$ cat config.mk
export PLATFORM = sky130hd
export DESIGN_NAME = sensor_regfile
export DESIGN_NICKNAME = d
export VERILOG_FILES = /design/src/rtl/sensor_regfile_pkg.sv /design/src/rtl/sensor_regfile_store.sv /design/src/rtl/sensor_regfile_bdu.sv /design/src/rtl/sensor_regfile_irq.sv /design/src/rtl/sensor_regfile.sv
export SDC_FILE = /design/constraint.sdc
export NUM_CORES = 1
export LEC_CHECK = 0
export BUFFER_PORTS_ARGS = -buffer_cell sky130_fd_sc_hd__buf_4
export CAP_MARGIN = 10
export CORE_UTILIZATION = 55
export CTS_CLUSTER_SIZE = 16
export DETAILED_ROUTE_END_ITERATION = 7
export PLACE_DENSITY = 0.8
export SETUP_SLACK_MARGIN = 0.15
export SLEW_MARGIN = 10
export SYNTH_ARGS = -nofsm -noshare
export SYNTH_HDL_FRONTEND = slang
export SYNTH_SLANG_ARGS = --single-unit
$ cat constraint.sdc
create_clock -name clk -period 5.7 [get_ports clk]
set_input_delay 0.57 -clock clk [delete_from_list [all_inputs] [get_ports clk]]
set_output_delay 0.57 -clock clk [all_outputs]
set_load 0.05 [all_outputs]
$ cat src/rtl/sensor_regfile_pkg.sv
package sensor_regfile_pkg;

    localparam int NSLOT = 17;
    localparam int NEVT  = 17;

    typedef enum logic [1:0] {BANK_GEN, BANK_S1, BANK_S2, BANK_S3} bank_e;

    localparam logic [6:0] ADDR_BANKSEL = 7'h7F;
    localparam logic [6:0] ADDR_ID      = 7'h01;
    localparam logic [6:0] ADDR_SMP0    = 7'h0C;
    localparam logic [7:0] ID_VALUE     = 8'h6A;

    localparam logic [4:0] SLOT_COM      = 5'd1;
    localparam int         SLOT_IRQ1     = 2;
    localparam int         SLOT_IRQ2     = 3;
    localparam int         SLOT_SPECIAL0 = 11;

    typedef struct packed {
        logic       hit;
        logic [4:0] idx;
    } slot_t;

    typedef struct packed {
        logic       ok;
        bank_e      bank;
    } keydec_t;

    typedef struct packed {
        logic       reload;
        logic       spare;
        logic       bdu;
        logic       auto_inc;
        logic [1:0] rsv;
        logic       aux_3wire;
        logic       pri_3wire;
    } com_t;

    typedef struct packed {
        logic       open_drain;
        logic       act_low;
        logic       rsv;
        logic [4:0] sel;
    } irqcfg_t;

    function automatic slot_t slot_lookup(bank_e b, logic [6:0] a);
        slot_t s;
        s = '{hit: 1'b1, idx: 5'd0};
        unique case (b)
            BANK_GEN: case (a)
                7'h04: s.idx = 5'd0;
                7'h05: s.idx = 5'd1;
                7'h06: s.idx = 5'd2;
                7'h07: s.idx = 5'd3;
                7'h08: s.idx = 5'd4;
                7'h1D: s.idx = 5'd5;
                7'h1E: s.idx = 5'd6;
                7'h40: s.idx = 5'd7;
                7'h41: s.idx = 5'd8;
                7'h42: s.idx = 5'd9;
                7'h43: s.idx = 5'd10;
                default: s.hit = 1'b0;
            endcase
            BANK_S1: if (a == 7'h6F) s.idx = 5'd11; else s.hit = 1'b0;
            BANK_S2: if (a == 7'h30) s.idx = 5'd12; else s.hit = 1'b0;
            BANK_S3: if (a >= 7'h40 && a <= 7'h43) s.idx = 5'd13 + {3'b000, a[1:0]};
                     else s.hit = 1'b0;
        endcase
        return s;
    endfunction

    function automatic logic [7:0] slot_default(int idx);
        case (idx)
            1:  return 8'h50;
            4:  return 8'h80;
            5:  return 8'h07;
            6:  return 8'hFF;
            7:  return 8'hA8;
            8:  return 8'h02;
            9:  return 8'hA9;
            13: return 8'h52;
            14: return 8'h9A;
            15: return 8'h04;
            16: return 8'h57;
            default: return 8'h00;
        endcase
    endfunction

    function automatic keydec_t key_decode(logic [7:0] k);
        case (k)
            8'h00:   return '{ok: 1'b1, bank: BANK_GEN};
            8'h83:   return '{ok: 1'b1, bank: BANK_S1};
            8'h8C:   return '{ok: 1'b1, bank: BANK_S2};
            8'h90:   return '{ok: 1'b1, bank: BANK_S3};
            default: return '{ok: 1'b0, bank: BANK_GEN};
        endcase
    endfunction

    function automatic logic [7:0] bank_key(bank_e b);
        case (b)
            BANK_S1: return 8'h83;
            BANK_S2: return 8'h8C;
            BANK_S3: return 8'h90;
            default: return 8'h00;
        endcase
    endfunction

    function automatic logic src_active(logic [4:0] code, logic [NEVT-1:0] e);
        case (code)
            5'd1, 5'd2, 5'd3, 5'd4, 5'd5:          return e[code - 5'd1];
            5'd7, 5'd8, 5'd9, 5'd10, 5'd11, 5'd12: return e[code - 5'd2];
            5'd13:                                  return e[9] | e[10];
            5'd15, 5'd16, 5'd17, 5'd18, 5'd19, 5'd20: return e[code - 5'd4];
            5'd21:                                  return e[15] | e[16];
            default:                                return 1'b0;
        endcase
    endfunction

endpackage

$ cat src/rtl/sensor_regfile_store.sv
module sensor_regfile_store
    import sensor_regfile_pkg::*;
#(
    parameter int RELOAD_CYCLES = 8
) (
    input  logic                 clk,
    input  logic                 rst,
    input  logic                 wr,
    input  logic [6:0]           addr,
    input  logic [7:0]           wdata,
    output bank_e                bank,
    output logic [NSLOT*8-1:0]   image,
    output logic                 busy
);
    localparam int CW = $clog2(RELOAD_CYCLES + 1);

    logic [7:0]    slot_q [NSLOT];
    logic [CW-1:0] cnt_q;
    bank_e         bank_q;
    slot_t         wsel;
    keydec_t       kdec;
    logic          start;

    assign wsel  = slot_lookup(bank_q, addr);
    assign kdec  = key_decode(wdata);
    assign start = wr && wsel.hit && (wsel.idx == SLOT_COM) && wdata[7];

    always_ff @(posedge clk) begin
        if (rst) begin
            bank_q <= BANK_GEN;
            cnt_q  <= '0;
            for (int i = 0; i < NSLOT; i++) slot_q[i] <= slot_default(i);
        end else begin
            if (wr && addr == ADDR_BANKSEL && kdec.ok) bank_q <= kdec.bank;
            if (cnt_q != '0)  cnt_q <= cnt_q - CW'(1);
            else if (start)   cnt_q <= CW'(RELOAD_CYCLES);
            for (int i = 0; i < NSLOT; i++) begin
                if (cnt_q == CW'(1) && i >= SLOT_SPECIAL0)
                    slot_q[i] <= slot_default(i);
                else if (wr && wsel.hit && wsel.idx == 5'(i))
                    slot_q[i] <= (5'(i) == SLOT_COM) ? {1'b0, wdata[6:0]} : wdata;
            end
        end
    end

    for (genvar g = 0; g < NSLOT; g++) begin : g_img
        assign image[g*8 +: 8] = slot_q[g];
    end

    assign bank = bank_q;
    assign busy = (cnt_q != '0);
endmodule

$ cat src/rtl/sensor_regfile_bdu.sv
module sensor_regfile_bdu #(
    parameter int NPAIR = 6,
    localparam int IW   = $clog2(2 * NPAIR)
) (
    input  logic                 clk,
    input  logic                 rst,
    input  logic                 bdu_en,
    input  logic                 smp_update,
    input  logic [16*NPAIR-1:0]  smp_data,
    input  logic                 rd_hit,
    input  logic [IW-1:0]        rd_idx,
    output logic [16*NPAIR-1:0]  shadow
);
    for (genvar p = 0; p < NPAIR; p++) begin : g_pair
        logic [15:0] word_q;
        logic        fresh_q, hi_q, lo_q;
        logic        rd_hi, rd_lo, hi_n, lo_n, take;

        assign rd_hi = rd_hit && (rd_idx == IW'(2*p));
        assign rd_lo = rd_hit && (rd_idx == IW'(2*p + 1));
        assign hi_n  = hi_q | rd_hi;
        assign lo_n  = lo_q | rd_lo;
        assign take  = smp_update && (!bdu_en || !fresh_q);

        always_ff @(posedge clk) begin
            if (rst) begin
                word_q  <= '0;
                fresh_q <= 1'b0;
                hi_q    <= 1'b0;
                lo_q    <= 1'b0;
            end else if (take) begin
                word_q  <= smp_data[16*p +: 16];
                fresh_q <= 1'b1;
                hi_q    <= 1'b0;
                lo_q    <= 1'b0;
            end else if (hi_n && lo_n) begin
                fresh_q <= 1'b0;
                hi_q    <= 1'b0;
                lo_q    <= 1'b0;
            end else begin
                hi_q    <= hi_n;
                lo_q    <= lo_n;
            end
        end

        assign shadow[16*p +: 16] = word_q;
    end
endmodule

$ cat src/rtl/sensor_regfile_irq.sv
module sensor_regfile_irq
    import sensor_regfile_pkg::*;
(
    input  logic [NEVT-1:0] evt,
    input  logic [4:0]      sel,
    input  logic            act_low,
    input  logic            open_drain,
    output logic            pin_out,
    output logic            pin_oe
);
    logic active;

    assign active  = src_active(sel, evt);
    assign pin_out = open_drain ? 1'b0   : (active ^ act_low);
    assign pin_oe  = open_drain ? active : 1'b1;
endmodule

$ cat src/rtl/sensor_regfile.sv
module sensor_regfile
    import sensor_regfile_pkg::*;
#(
    parameter int NPAIR         = 6,
    parameter int RELOAD_CYCLES = 8
) (
    input  logic                  clk,
    input  logic                  rst,
    input  logic                  reg_wr,
    input  logic                  reg_rd,
    input  logic [6:0]            reg_addr,
    input  logic [7:0]            reg_wdata,
    output logic [7:0]            reg_rdata,
    input  logic                  smp_update,
    input  logic [16*NPAIR-1:0]   smp_data,
    input  logic [NEVT-1:0]       evt,
    output logic [NSLOT*8-1:0]    cfg_image,
    output logic                  cfg_3wire,
    output logic                  cfg_aux_3wire,
    output logic                  cfg_auto_inc,
    output logic                  cfg_bdu,
    output logic                  cfg_reload,
    output logic                  irq1_out,
    output logic                  irq1_oe,
    output logic                  irq2_out,
    output logic                  irq2_oe
);
    localparam int         IW      = $clog2(2 * NPAIR);
    localparam logic [6:0] SMP_END = ADDR_SMP0 + 7'(2 * NPAIR);

    bank_e              bank;
    logic               busy;
    logic [7:0]         cur_key;
    com_t               com;
    irqcfg_t            icfg;
    slot_t              rsel;
    logic               in_smp;
    logic [IW-1:0]      rd_idx;
    logic [16*NPAIR-1:0] shadow;
    logic [15:0]        pair_word;
    logic [4:0]         pin_sel [2];
    logic [1:0]         pin_out, pin_oe;

    sensor_regfile_store #(.RELOAD_CYCLES(RELOAD_CYCLES)) u_store (
        .clk(clk), .rst(rst), .wr(reg_wr), .addr(reg_addr), .wdata(reg_wdata),
        .bank(bank), .image(cfg_image), .busy(busy)
    );

    assign in_smp = (bank == BANK_GEN) && (reg_addr >= ADDR_SMP0) && (reg_addr < SMP_END);
    assign rd_idx = IW'(reg_addr - ADDR_SMP0);

    sensor_regfile_bdu #(.NPAIR(NPAIR)) u_bdu (
        .clk(clk), .rst(rst), .bdu_en(com.bdu), .smp_update(smp_update),
        .smp_data(smp_data), .rd_hit(reg_rd && in_smp), .rd_idx(rd_idx),
        .shadow(shadow)
    );

    assign cur_key   = bank_key(bank);
    assign rsel      = slot_lookup(bank, reg_addr);
    assign pair_word = shadow[{rd_idx[IW-1:1], 4'b0000} +: 16];

    always_comb begin
        reg_rdata = 8'h00;
        if (reg_addr == ADDR_BANKSEL)
            reg_rdata = cur_key;
        else if (bank == BANK_GEN && reg_addr == ADDR_ID)
            reg_rdata = ID_VALUE;
        else if (in_smp)
            reg_rdata = rd_idx[0] ? pair_word[7:0] : pair_word[15:8];
        else if (rsel.hit) begin
            reg_rdata = cfg_image[{rsel.idx, 3'b000} +: 8];
            if (rsel.idx == SLOT_COM) reg_rdata[7] = busy;
        end
    end

    assign com           = com_t'(cfg_image[SLOT_COM*8 +: 8]);
    assign cfg_bdu       = com.bdu;
    assign cfg_auto_inc  = com.auto_inc;
    assign cfg_aux_3wire = com.aux_3wire;
    assign cfg_3wire     = com.pri_3wire;
    assign cfg_reload    = busy;

    assign icfg       = irqcfg_t'(cfg_image[SLOT_IRQ1*8 +: 8]);
    assign pin_sel[0] = icfg.sel;
    assign pin_sel[1] = cfg_image[SLOT_IRQ2*8 +: 5];

    for (genvar g = 0; g < 2; g++) begin : g_pin
        sensor_regfile_irq u_irq (
            .evt(evt), .sel(pin_sel[g]), .act_low(icfg.act_low),
            .open_drain(icfg.open_drain), .pin_out(pin_out[g]), .pin_oe(pin_oe[g])
        );
    end

    assign irq1_out = pin_out[0];
    assign irq1_oe  = pin_oe[0];
    assign irq2_out = pin_out[1];
    assign irq2_oe  = pin_oe[1];
endmodule

### Word-level counts from Yosys, hierarchy flattened

Memory sizes are Yosys's and may differ from the RTL's.
Index checks and enable logic that the tools add are counted.

* flip-flop bits (word level): 120
* memory bits (writable): 136
* bits of input ports: 133
* output and inout bits: 153
* logic and storage cells: 418
* memories kept: 1

Memory list
* u_store.slot_q: words 17, bits a word 8, rd ports 17, clocked after memory_dff 0, wr ports 17, RTL line sensor_regfile_store.sv:17 `logic [7:0] slot_q [NSLOT];`

* add/sub/neg operators: 9
* magnitude comparators: 10
* equality and inequality tests: 87
* shift-type cells: 2
* muxes and demuxes: 156
* bitwise logic cells: 39
* reductions and logical operators: 88

Operators by type and width (count)
* $mux 8: 50
* $shiftx 136x9->8: 1
* $eq 5x4->1 const B: 22
* $shiftx 96x8->16: 1
* $mux 1: 89
* $eq 5x5->1 const B: 13
* $eq 5x3->1 const B: 10
* $logic_and 1x1->1: 50
* $eq 7x7->1 const B: 6
* $pmux 4 s10: 1
* $or 1x1->1: 37
* $lt 5x6->1 const B: 6
* $bmux 1 s5: 6
* $eq 5x2->1 const B: 6
* $eq 7x3->1 const B: 4
* $eq 8x8->1 const B: 3
* $pmux 6 s4: 1
* $pmux 8 s3: 1
* $reduce_or 6->1: 4
* $reduce_or 3->1: 6
* $eq 4x3->1 const B: 4
* $eq 4x4->1 const B: 4
* $mux 4: 4
* $eq 5x1->1 const B: 3
* other kinds (32): 59

### Logic depth before layout (Yosys ltp)

Gate-level depths: netlist of the first run.

* depth in word-level cells: 11
* mapped depth: 16
* gate-level depth less buffers: 10

### By module

A second synthesis of the first run with hierarchy kept.

* cell total of the unflattened synthesis: 1432
* area, all modules: 14477.6 um2

Modules (own cells, without submodules)
* sensor_regfile_store: times used 1, cells an instance 374, area an instance 5614.1 um2
* sensor_regfile_bdu: times used 1, cells an instance 506, area an instance 4171.5 um2
* sensor_regfile: times used 1, cells an instance 348, area an instance 2837.7 um2
* sensor_regfile_irq: times used 2, cells an instance 102, area an instance 927.1 um2

### Least setup slack after synthesis of the first run

OpenSTA, ideal clock, no wires.

* kind: input port to output port
* from: in reg_addr[2]
* to: out reg_rdata[4]
* data arrival time: 5145 ps
* required time: 5130 ps
* path slack: -15 ps
* cell stages on the path: 15
* cell sequence: clkbuf_1 -> clkbuf_1 -> clkbuf_1 -> inv_1 -> ha_1 -> nor3b_2 -> a32oi_1 -> o21ai_1 -> and2_1 -> buf_4 -> buf_6 -> buf_4 -> o211ai_1 -> a31oi_1 -> o311ai_0

* cells in the longest elaborated chain, start to end: 9
* elaborated cells between the ends (all ways): 41

RTL lines
* start, declared: RTL line sensor_regfile.sv:11 `input logic [6:0] reg_addr,`
* $ge 7x7->1 / $le 7x7->1 (equally long branches): RTL line sensor_regfile_pkg.sv:65 `BANK_S3: if (a >= 7'h40 && a <= 7'h43) s.idx = 5'd13 + {3'b000, a[1:0]};`
* $logic_and 1x1->1: RTL line sensor_regfile_pkg.sv:65
* $mux 5: RTL line sensor_regfile_pkg.sv:65
* $pmux 6 s4: RTL line sensor_regfile_pkg.sv:48 `unique case (b)`
* $shiftx 136x9->8: RTL line sensor_regfile.sv:71 `reg_rdata = cfg_image[{rsel.idx, 3'b000} +: 8];`
* $mux 8: RTL line sensor_regfile.sv:70 `else if (rsel.hit) begin`
* $mux 8: RTL line sensor_regfile.sv:68 `else if (in_smp)`
* $mux 8: RTL line sensor_regfile.sv:66 `else if (bank == BANK_GEN && reg_addr == ADDR_ID)`
* $mux 8 (*): RTL line sensor_regfile.sv:64 `if (reg_addr == ADDR_BANKSEL)`
* end, declared: RTL line sensor_regfile.sv:13 `output logic [7:0] reg_rdata,`

Mark *: on every way between the ends. The rest lies on a longest branch, timed or not.

==> metrics.md, run 1 <==
| Metric | Value |
|---|---|
| Ports | `about 290` |
| Worst path max stage delay | `940 ps` |
| Top-area cell type share of the netlist area | `0.301` |
| DIE AREA | `25100 sq um` |
| Layout cell share with drive strength beyond 1 | `0.276` |
| GPL Wtd Cong | `0.982` |
| Crit start category | `flop` |
| Htree depth | `1` |
| Clock sinks | `255` |
| Inst Count DP | `1821` |
| Drt drc | `0` |
| Nets@finish | `1697` |
| Post-synth top area cell | `edfxtp_1` |
| Post-route cell area | `16600 sq um` |
| Die X | `158 um` |
| Layout Cells excl Fill | `1869` |
| Chip Height | `158 um` |
| LEAKAGE | `6.39 nW` |
| Hold WC Path Type | `in2reg` |
| Cell Rows | `56` |
| Port buffer count | `284` |
| CORE AREA | `around 24000 sq um` |
| Top cells by area, synth | `edfxtp_1 (30%), dfxtp_1 (18%), mux4_2 (10%)` |
| Skew-Pair Late Insertion Delay | `530 ps` |
| Gate Count Post-Synth | `1288` |
| CTS buffer count | `27` |
| Starting density of the core | `0.566` |
| Largest net degree at the start of global routing | `60` |
| CP Data Arrival Time | `4310 ps` |
| Fraction of synthesized area in multiplexers | `0.144` |
| CP Max Fanout | `20` |
| Fin util | `0.697` |
| Root Driver | `clkbuf_16` |
| Worst setup EP type | `output port` |
| Hold Slack | `291 ps` |
| Tcrit/Tclk final | `0.855` |
| DR pass1 iterations | `6` |
| Fmax | `0.205 GHz` |
| Worst Path Class, Setup | `reg2out` |
| Mapped Avg Cell Area | `10.4 sq um` |
| Via count of the first global-routing pass | `10900` |
| Xor and xnor area share after synthesis | `0.00456` |
| Wire per inst | `21.9 um` |
| CTS tree | `done` |
| Post-synth EDFFs | `approximately 140` |
| Worst slew pin tran | `between 1000 and 1500 ps` |
| Netlist Area Pre-Place | `13500 sq um` |
| Power density cells | `276 nW/um^2` |
| Area after DPL | `15700 sq um` |
| YS warnings | `0` |
| Antenna violations before repair | `0` |
| Worst vdd ir | `roughly 0.22 mV` |
| Post-DR vias/cell | `between 6 and 7` |
| Final hold vios | `0` |
| Iteration-0 DRC Markers | `about 1300` |
| First-pass GRT wire length | `around 61000 um` |
| Slowest CP cell | `edfxtp_1` |
| Post-route setup slack | `around 820 ps` |
| Final setup vio count | `0` |
| Cell class contributing the biggest share of worst-path delay | `flip-flops` |
| Layout fillers | `1761` |
| CTS Hold Buffers Added | `0` |
| GRT overflow | `0` |
| Minimum clock period | `4880 ps` |
| Clk slew on worst S/H paths | `60 ps` |
| Ys async rst share | `0` |
| Yosys cell types | `82` |
| Slew margin rel. | `0.265` |
| Max-Cap Viols | `0` |
| Clock skew | `14.5 ps` |
| Post-CTS Resized | `0` |
| Setup TNS Final | `0 ps` |
| Vias | `11500` |
| Sequential area share after synthesis | `0.480` |
| Final Max Tran Viols | `0` |
| Antenna cell count | `0` |
| Post-Syn Nets | `1454` |
| Synth Register Bits | `255` |
| Status | `finished, final reports clean` |
| Compound-Gate Fraction of Synth Area | `0.131` |
| Final HPWL DP | `30800 um` |
| Area Overhead vs Synth | `23.1%` |
| Post-Synth Adder-Cell Area | `0.0307` |
| Simple-gate area share of the yosys netlist | `0.172` |
| Setup Fix Bufs, Post-CTS | `0` |
| Longest Clk Path Bufs | `3` |
| Crit path buffers/inverters | `2` |
| Ys flop type | `edfxtp_1` |
| Worst path cell trace | `inv_1 -> ha_1 -> mux4_2 -> mux2_2 -> a211o_1 -> a222oi_1 -> nand3_1 -> xnor2_1 -> nor2_1 -> buf_4` |
| Post-route ant nets | `0` |
| GR Util All Layers | `0.323` |
| RSZ-0062 raised after global routing | `false` |
| Combinational family with the most area after synthesis | `simple AND/OR/NAND/NOR gates` |
| DP Worst Slack | `approximately 1200 ps` |
| Final Total Pwr | `4.58 mW` |
| Crit path required time | `5130 ps` |
| Detailed Route WL | `40900 um` |
-- cell usage in the layout, fill, tap and decap left out, types with 5 or more instances in the layout --
| cell | instances |
|---|---|
| clkbuf_16 | 27 |
| a211oi_1 | 13 |
| dfxtp_1 | 120 |
| nor4_1 | 8 |
| and2_1 | 39 |
| nor2_1 | 50 |
| buf_4 | 300 |
| o22ai_1 | 9 |
| nor3_1 | 14 |
| a21oi_1 | 139 |
| mux4_2 | 60 |
| ha_1 | 33 |
| nand3_1 | 26 |
| edfxtp_1 | 135 |
| or3_1 | 7 |
| nand2b_1 | 15 |
| or2_2 | 8 |
| a22oi_1 | 6 |
| clkbuf_1 | 7 |
| o21ai_0 | 45 |
| nor2b_1 | 5 |
| inv_1 | 19 |
| mux2i_1 | 54 |
| nand2_1 | 270 |
| and3_1 | 8 |
| o211ai_1 | 13 |
| o21a_1 | 5 |
| o31ai_1 | 6 |
-- state kept, by name, indices dropped and copies added (netlist names) --
register	count
u_store.cnt_q	4
u_bdu.g_pair.hi_q	6
u_bdu.g_pair.word_q	96
u_store.bank	2
u_bdu.g_pair.fresh_q	6
u_bdu.g_pair.lo_q	6
u_store.slot_q	135
-- area by class of cell --
class                           instances  area [sq um]  share of cell area
Multi-Input combinational cell        927          6510               0.393
Sequential cell                       255          6460               0.390
Timing Repair Buffer                  300          2250               0.136
Clock buffer                           34           702              0.0424
Tap cell                              319           399              0.0241
Clock inverter                         14           174              0.0105
Inverter                               20          75.1             0.00453
-- power breakdown --
part / switching [mW] / total (mW) / internal [mW]
sequential: 0.0684 / 2.08 / 2.01
clock: 0.702 / 1.75 / 1.05
combinational: 0.464 / 0.743 / 0.279
total: 1.23 / 4.58 / 3.34
-- cell usage after synthesis, types with 6 or more instances --
| master | number |
|---|---|
| o211ai_1 | 13 |
| o21ai_0 | 46 |
| buf_4 | 12 |
| or2_2 | 8 |
| and3_1 | 8 |
| o31ai_1 | 6 |
| nand2b_1 | 15 |
| clkbuf_1 | 55 |
| mux2i_1 | 54 |
| nor2_1 | 50 |
| o22ai_1 | 9 |
| buf_2 | 6 |
| nor4_1 | 8 |
| nand2_1 | 270 |
| inv_1 | 19 |
| buf_6 | 7 |
| or3_1 | 7 |
| dfxtp_1 | 120 |
| nand3_1 | 26 |
| mux4_2 | 60 |
| a21oi_1 | 139 |
| nor3_1 | 14 |
| ha_1 | 33 |
| edfxtp_1 | 135 |
| and2_1 | 40 |
| a211oi_1 | 13 |
| a22oi_1 | 6 |
-- layer usage --
metal,up-vias,GRT usage,share of wire
met5,-,0,0
met4,0,0.120,0.034
met3,90,0.0623,0.11
met2,773,0.536,0.48
met1,5469,0.422,0.37
li1,5202,-,-
-- tightest hold or removal path, stage by stage --
cell     delay [ps]
buf_4           110
nand2_1          40
a21oi_1          50
-- worst paths after layout --
kind	from	slack, ps	end	cells past startpoint
setup / recovery	u_store.slot_q[2][0]	820	irq1_out	10
hold / removal	smp_data[89]	290	u_bdu.g_pair[5].word_q[9]	3
setup reg to reg	u_store.bank[1]	1860	u_store.slot_q[0][1]	8
hold reg to reg	u_bdu.g_pair[4].word_q[13]	450	u_bdu.g_pair[4].word_q[13]	2
-- cells by family after synthesis --
kind of cell / count (synthesis)
AO/OA/AOI/OAI: 284
flip-flops: 255
adder cells (fa/ha/maj): 33
multiplexers: 118
XOR/XNOR: 7
buffers and inverters: 106
AND/OR/NAND/NOR: 484
other: 1
Power figures use the tool's default switching activity.
==> run 2, diff against run 1 <==
Settings changed: BUFFER_PORTS_ARGS -buffer_cell sky130_fd_sc_hd__buf_4 to default, DONT_BUFFER_PORTS from default to 1, PLACE_DENSITY 0.8 to 0.7.
==> run 2 against run 1 <==
Routed wire length decreased by 3.8%. Global-route usage decreased by 1.5 points. Combinational power decreased by 40%. Non-clock buffer count decreased by 276. Critical path depth decreased by 1. Worst hold slack got worse by 190 ps. First-iteration DRC count decreased by 25%. Worst setup slack improved by 58 ps. Count of clock-buffer cells in the layout decreased by 3. Critical endpoint is now reg_rdata[7].
==> metrics.md, run 2 (synthesis results as in run 1) <==
| Metric | Value |
|---|---|
| Chip Height | `158 um (unchanged)` |
| Detailed Route WL | `39400 um (-3.8%)` |
| Layout Cells excl Fill | `1592 (-15%)` |
| Tcrit/Tclk final | `0.845 (-0.0102)` |
| Worst vdd ir | `0.238 mV (+6.7%)` |
| Worst path max stage delay | `620 ps (-320 ps)` |
| Crit path buffers/inverters | `1 (-1)` |
| Die X | `158 um (unchanged)` |
| Commonest non-fill, non-tap cells in the layout | `nand2_1 (270), a21oi_1 (139), edfxtp_1 (135)` |
| Slew margin rel. | `0.189 (-0.0757)` |
| Crit path required time | `5130 ps (about the same)` |
| RSZ-0062 raised after global routing | `false` |
| Htree depth | `1 (unchanged)` |
| Via count of the first global-routing pass | `9935 (-9.1%)` |
| Worst path cell trace | `or2_0 -> a41oi_4 -> o21a_1 -> nor2_4 -> buf_4 -> mux4_2 -> o22ai_1 -> nor3_1 -> a21o_1` |
| Cell Rows | `56 (unchanged)` |
| DR pass1 iterations | `6 (unchanged)` |
| Port buffer count | `0 (-100%)` |
| Starting density of the core | `0.566 (unchanged)` |
| Fmax | `0.208 GHz (+1.2%)` |
| Post-route cell area | `14500 sq um (-12%)` |
| Commonest non-fill, non-tap cell in the layout | `nand2_1` |
| Registers with the most flip-flops | `u_store.slot_q (135), u_bdu.g_pair.word_q (96)` |
| Final Total Pwr | `4.41 mW (-3.7%)` |
| Setup TNS Final | `0 ps (unchanged)` |
| Fin util | `0.611 (-0.0861)` |
| Reg2Reg Setup Slack | `1670 ps (-190 ps)` |
| CTS tree | `done` |
| Crit start category | `flop` |
| Layout cell share with drive strength beyond 1 | `0.127 (-0.149)` |
| Vias | `10200 (-11%)` |
| GR Util All Layers | `0.309 (-0.0146)` |
| Reg2reg end | `u_store.slot_q[2][3]` |
| Drt drc | `0 (unchanged)` |
| GRT overflow | `0 (unchanged)` |
| Antenna violations before repair | `0 (unchanged)` |
| Area Overhead vs Synth | `7.92%` |
| Post-DR vias/cell | `6.43 (+4.2%)` |
| Slowest CP cell | `or2_0` |
| Final Max Tran Viols | `0 (unchanged)` |
| DP Worst Slack | `1150 ps (-1.00 ps)` |
| Longest Clk Path Bufs | `3 (unchanged)` |
| Post-CTS Resized | `0 (unchanged)` |
| CP Data Arrival Time | `4250 ps (-60 ps)` |
| Nets@finish | `1420 (-16%)` |
| DIE AREA | `25100 sq um (unchanged)` |
| Final setup vio count | `0 (unchanged)` |
| Final HPWL DP | `28900 um (-6.2%)` |
| Psw | `1.18 mW (-4.6%)` |
| Root Driver | `clkbuf_16` |
| Sequential Power Share | `0.499 (+0.044)` |
| Worst Path Class, Setup | `reg2out` |
| Antenna cell count | `0 (unchanged)` |
| Worst reg2reg path depth | `8 (unchanged)` |
| Int Pwr | `3.23 mW (-3.4%)` |
| Clk slew on worst S/H paths | `70 ps (about the same)` |
| CTS buffer count | `26 (-3.7%)` |
| First-pass GRT wire length | `57900 um (-5.4%)` |
| Worst setup EP type | `output port` |
| Clock share of power | `0.400 (+0.017)` |
| GPL Wtd Cong | `0.941 (-4.2%)` |
| Iteration-0 DRC Markers | `995 (-25%)` |
| Skew-Pair Late Insertion Delay | `530 ps (about the same)` |
| Clock skew | `8.57 ps (-5.94 ps)` |
| Hold Crit Depth | `1 (-2)` |
| Status | `finished, final reports clean` |
| Area after DPL | `13600 sq um (-13%)` |
| Post-route setup slack | `883 ps (+58.0 ps)` |
| Power density cells | `304 nW/um^2 (+9.8%)` |
| CP Max Fanout | `25 (+25%)` |
| Minimum clock period | `4820 ps (-58.0 ps)` |
| Setup Fix Bufs, Post-CTS | `0 (unchanged)` |
| Hold path start | `rst` |
| Reg-to-reg startpoint | `u_store.bank[0]` |
| CORE AREA | `23800 sq um (unchanged)` |
| Switching Fraction | `0.267 (-0.00240)` |
| Ports | `286 (unchanged)` |
| LEAKAGE | `5.10 nW (-20%)` |
| Logic gate share of total power | `0.100 (-0.062)` |
| Worst hold path endpoint | `u_bdu.g_pair[1].word_q[13]` |
| Worst path depth | `9 (-1)` |
| Hold WC Path Type | `in2reg` |
| CTS Hold Buffers Added | `0 (unchanged)` |
| Post-route ant nets | `0 (unchanged)` |
| Wire per inst | `24.7 um (+13%)` |
| Clock sinks | `255 (unchanged)` |
| Largest Register | `u_store.slot_q` |
| Worst slew pin tran | `1200 ps (+112 ps)` |
| Max-Cap Viols | `0 (unchanged)` |
| Hold Slack | `96.2 ps (-195 ps)` |
| Cell class contributing the biggest share of worst-path delay | `simple AND/OR/NAND/NOR gates` |
| Largest net degree at the start of global routing | `115 (+92%)` |
| Inst Count DP | `1545 (-15%)` |
| Max FFs per register | `135 (unchanged)` |
| Final hold vios | `0 (unchanged)` |
[run 2: final cells by class]
cell class,count,area [sq um]
clock inverter,16,163
timing repair buffer,24,180
tap,319,399
multi-input combinational,927,6530
clock buffer,31,721
inverter,20,75.1
sequential,255,6460
fill,1947,9230
[run 2: power groups by stage]
stage / logic (mW) / clock network, mW / registers (mW)
floorplan: 0.368 / 0 / 2.21
global placement: 0.431 / 0 / 2.23
detailed placement: 0.439 / 0 / 2.24
CTS: 0.441 / 1.78 / 2.20
global route: 0.480 / 1.84 / 2.21
finish: 0.443 / 1.76 / 2.20
[run 2: how the worst max path moves through the flow]
stage / startpoint / endpoint / slack (ps)
2_1_floorplan: reg_addr[2] / reg_rdata[4] / 580
3_3_place_gp: reg_addr[2] / reg_rdata[7] / 1250
3_5_place_dp: reg_addr[2] / reg_rdata[7] / 1150
4_1_cts: u_store.bank[1] / reg_rdata[7] / 920
5_1_grt: u_store.slot_q[2][2] / irq1_out / 630
6_report: u_store.bank[0] / reg_rdata[7] / 880
[run 2: routing by layer]
metal	track usage	part of all wire
met5	0	0
met4	0.148	0.043
met3	0.0860	0.12
met2	0.508	0.47
met1	0.374	0.37
[run 2: worst reg2reg max path: cells and delay by family, from the launching register on]
| kind | cells | cell delay [ps] |
|---|---|---|
| flops | 1 | 480 |
| simple gates | 4 | 1970 |
| compound gates | 4 | 1310 |
